==> src/rtl/scl_rate_gen.sv <==
module scl_rate_gen #(
  parameter int FIELD_W = 8,
  parameter int PAD_CYC = 3
) (
  input  logic                 clk,
  input  logic                 rst_n,
  input  logic                 run,
  input  logic [4*FIELD_W-1:0] div_word,
  input  logic                 scl_in,
  output logic                 scl_out,
  output logic                 scl_rise,
  output logic                 scl_fall
);
  localparam int LEN_W = FIELD_W + 1;

  logic [FIELD_W-1:0] lo_div, hi_div;
  logic [LEN_W-1:0]   lo_len, hi_len, cnt;
  logic               scl_s;

  wire unused_div_bits = ^{div_word[4*FIELD_W-1:3*FIELD_W], div_word[2*FIELD_W-1:FIELD_W]};

  always_ff @(posedge clk or negedge rst_n)
    if (!rst_n) begin
      lo_div <= '0;
      hi_div <= '0;
    end else if (!run) begin
      lo_div <= div_word[FIELD_W-1:0];
      hi_div <= div_word[3*FIELD_W-1:2*FIELD_W];
    end

  assign lo_len = LEN_W'(lo_div) + LEN_W'(PAD_CYC);
  assign hi_len = (hi_div == '0) ? lo_len : LEN_W'(hi_div) + LEN_W'(PAD_CYC);

  wire lo_done = (cnt == lo_len - LEN_W'(1));
  wire hi_done = (cnt == hi_len - LEN_W'(1));

  always_ff @(posedge clk or negedge rst_n)
    if (!rst_n) scl_s <= 1'b1;
    else        scl_s <= scl_in;

  always_ff @(posedge clk or negedge rst_n)
    if (!rst_n) begin
      scl_out  <= 1'b1;
      cnt      <= '0;
      scl_rise <= 1'b0;
      scl_fall <= 1'b0;
    end else begin
      scl_rise <= 1'b0;
      scl_fall <= 1'b0;
      if (!run) begin
        scl_out <= 1'b1;
        cnt     <= '0;
      end else if (scl_out) begin
        if (scl_s) begin
          if (hi_done) begin
            scl_out  <= 1'b0;
            cnt      <= '0;
            scl_fall <= 1'b1;
          end else begin
            cnt <= cnt + LEN_W'(1);
          end
        end
      end else begin
        if (lo_done) begin
          scl_out  <= 1'b1;
          cnt      <= '0;
          scl_rise <= 1'b1;
        end else begin
          cnt <= cnt + LEN_W'(1);
        end
      end
    end
endmodule

==> config.mk <==
export PLATFORM = sky130hd
export DESIGN_NAME = scl_rate_gen
export DESIGN_NICKNAME = d
export VERILOG_FILES = /design/src/rtl/scl_rate_gen.sv
export SDC_FILE = /design/constraint.sdc
export NUM_CORES = 1
export LEC_CHECK = 0
export CORE_UTILIZATION = 36
export DETAILED_ROUTE_END_ITERATION = 8
export SYNTH_ARGS = -nofsm -noshare
export SYNTH_HDL_FRONTEND = slang
export SYNTH_SLANG_ARGS = --single-unit
==> constraint.sdc <==
create_clock -name clk -period 4.35 [get_ports clk]
set_input_delay 0.6525 -clock clk [delete_from_list [all_inputs] [get_ports clk]]
set_output_delay 0.6525 -clock clk [all_outputs]
set_load 0.01 [all_outputs]
==> summary.txt <==
Status: finished clean
Routability cong.: 0.882
Power consumption: 0.816 mW
Hpwl dp: 4510 um
H-tree levels: 2
Syn Area/Cell: 8.94 um^2
CP required: 4.50 ns
Avg WL per Cell: 15.3 um
CP Data Arrival Time: 4.14 ns
Ys flop type: dfrtp_1
Initial antenna violation count: 0
Die Area: 0.00754 mm^2
Sw Ratio: 35.1%
Switch Pwr: 0.287 mW
Final nets: 343
Layout overhead on the synthesized area: 13.5%
Post-Syn Instances: 290
Synth area leader: dfrtp_1
Skew-Pair Late Insertion Delay: 0.28 ns
Max Fclk: 0.250 GHz
Initial Utilization: 37.7%
Hold-fix buffers at CTS: 0
CTS Buf Count: 5
Final Max Tran Viols: 0
Chip Width: 86.9 um
Leak: 1.10 nW
Clock slew at reported path FFs: 0.06 ns
Worst slack, placed: 0.389 ns
Post-CTS setup buffers: 0
Max_slew headroom: 48.3%
Antenna Violating Nets Remaining: 0
Netlist cell types: 66
Layout Utilization: 42.8%
Core Rows: 30
Grt ovf: 0
Min-Delay Path Class: reg -> reg
Final Critical Period: 3.99 ns
Post-synthesis sequential area ratio: 28.1%
Share of the synthesized area in the top cell type: 26.1%
Maxcap violations: 0
Critical path launch point type: register
Ports: 39
Share of layout cells above drive strength 1: 16.2%
Leading cell types by total area after synthesis: dfrtp_1 (26%), mux2_2 (7.4%), xnor2_1 (5.7%)
Clock skew: 0.00469 ns
First-pass detailed-route iteration total: 4
Critical path class: reg -> reg
Post-CTS Resized: 0
Worst vdd ir: 0.130 mV
Worst slew pin tran: 0.772 ns
Ys Warns: 0
Synth Register Bits: 29
Drt first-iter violations: 110
Worst setup EP type: register
CTS tree: yes
Critical Path Fanout Max: 9
Vias per cell: 5.52
Post-synth EDFFs: 0
P per Cell Area: 277 mW/mm^2
Post-synthesis cell area: 0.00259 mm^2
Gr usage total: 17.9%
Final WL: 6110 um
Clk pwr share: 26.3%
Final WS setup: 0.355 ns
Fin crit share: 91.8%
Smallest hold slack: 0.536 ns
IO buf count: 22
Chip height: 86.9 um
Core ar.: 0.00687 mm^2
Reg power frac: 40.8%
Async S/R FF share, synth: 100%
Cell-internal power: 0.529 mW
Root Buffer: clkbuf_8
Synthesized net count: 331
Setup tns final: 0 ns
DRC: 0
First-pass GRT wire length: 10400 um
Ant diodes: 0
Final Hold Fails: 0
Vias in the first global route: 2122
# fillers: 670
Final setup fails: 0
Largest net degree at the start of global routing: 30
RSZ-0062 raised after global routing: false
CTS sink count: 29
Deepest clock path buffer count: 2
Gate power share: 32.9%
Via count: 2201
[flip-flops by register name, indices dropped and copies added (netlist names)]
register / cells
lo_div: 8
scl_rise: 1
scl_out: 1
scl_fall: 1
hi_div: 8
scl_s: 1
cnt: 9
[through the flow]
stage	std cells	instance area [um^2]
finish	399	2940
global route	399	2940
CTS	399	2940
detailed placement	391	2860
global placement	391	2860
floorplan	290	2590
[worst paths after layout]
check / cells past startpoint / slack, ns / startpoint / to
setup reg to reg: 13 / 0.36 / hi_div[0] / cnt[2]
hold reg to reg: 2 / 0.54 / scl_s / scl_fall
min in group asynchronous: 2 / 0.76 / rst_n / cnt[0]
setup / recovery: 13 / 0.36 / hi_div[0] / cnt[2]
hold / removal: 2 / 0.54 / scl_s / scl_fall
max in group asynchronous: 2 / 3.27 / rst_n / scl_s
[cells in the final DEF, fill, tap and decap left out, types with 5 or more instances in the layout]
| cell | count |
|---|---|
| nand2_1 | 29 |
| dfrtp_1 | 27 |
| clkdlybuf4s50_1 | 22 |
| xnor2_1 | 17 |
| mux2_2 | 17 |
| nor3_1 | 15 |
| xor2_1 | 13 |
| nor2_1 | 11 |
| o21ai_0 | 11 |
| inv_1 | 10 |
| a21oi_1 | 7 |
| o211ai_1 | 7 |
| nand3_1 | 6 |
| nand2b_1 | 5 |
| or2_2 | 5 |
| ha_1 | 5 |
| clkbuf_8 | 5 |
[power by group through the flow]
stage          Clock (mW)  Combinational, mW  Sequential, mW
2_1_floorplan           0              0.227           0.310
3_3_place_gp            0              0.263           0.337
3_5_place_dp            0              0.268           0.337
4_1_cts             0.226              0.270           0.332
5_1_grt             0.240              0.298           0.337
6_report            0.214              0.269           0.333
[area by class of cell]
class | instances | area, um^2 | share of cell area (%)
inverters | 10 | 37.5 | 1.28
repair buffers | 24 | 235 | 8.00
multi-input cells | 232 | 1740 | 59.2
flip-flops and latches | 29 | 728 | 24.8
clock buffers | 8 | 80.1 | 2.72
well taps | 96 | 120 | 4.08
[Yosys cell counts, drive strengths merged, types with 2 or more instances]
| cell | count |
|---|---|
| nor3b | 2 |
| o211a | 2 |
| and4b | 2 |
| ha | 5 |
| o31ai | 2 |
| a22oi | 2 |
| a2bb2oi | 2 |
| and2 | 3 |
| a211oi | 3 |
| xnor2 | 17 |
| a21oi | 7 |
| nor2b | 2 |
| o211ai | 11 |
| or2 | 6 |
| and4 | 2 |
| nand4b | 2 |
| o2111ai | 4 |
| a21boi | 3 |
| o31a | 3 |
| dfstp | 2 |
| o311ai | 2 |
| mux2 | 17 |
| nand4 | 4 |
| or3 | 3 |
| nor2 | 11 |
| inv | 10 |
| o21a | 4 |
| nand2b | 5 |
| nor3 | 15 |
| or4 | 2 |
| nand3 | 6 |
| buf | 4 |
| xor2 | 13 |
| clkbuf | 15 |
| o21ai | 19 |
| nor4 | 4 |
| dfrtp | 27 |
| o221ai | 2 |
| nand2 | 29 |
[worst max-delay path, stage by stage, from the launching register on]
cell	delay, ns
dfrtp_1	0.43
inv_1	0.10
ha_1	0.29
or3b_2	0.56
nor2_1	0.31
nand2_1	0.08
o21ai_0	0.14
ha_1	0.29
xor2_1	0.20
xnor2_1	0.14
nor3b_1	0.52
o2111ai_4	0.29
o21ai_4	0.37
a21oi_1	0.13
[per-layer routing]
metal	routed length, um	part of all wire (%)	vias to the layer above	global-route usage (%)
li1	-	-	1101	-
met3	189	3.1	9	3.22
met1	2900	47	1050	23.8
met2	2910	48	41	29.1
met4	119	1.9	0	6.06
met5	0	0	-	0
[cell families after synthesis]
group	Yosys count	share of synthesized area, %
mux	19	8.64
simple gates	105	22.6
compound gates	73	23.4
fa+ha+maj	5	2.41
buf+inv	29	4.78
flops	29	28.1
xor+xnor	30	10.1
(Power assumes the default switching activity.)
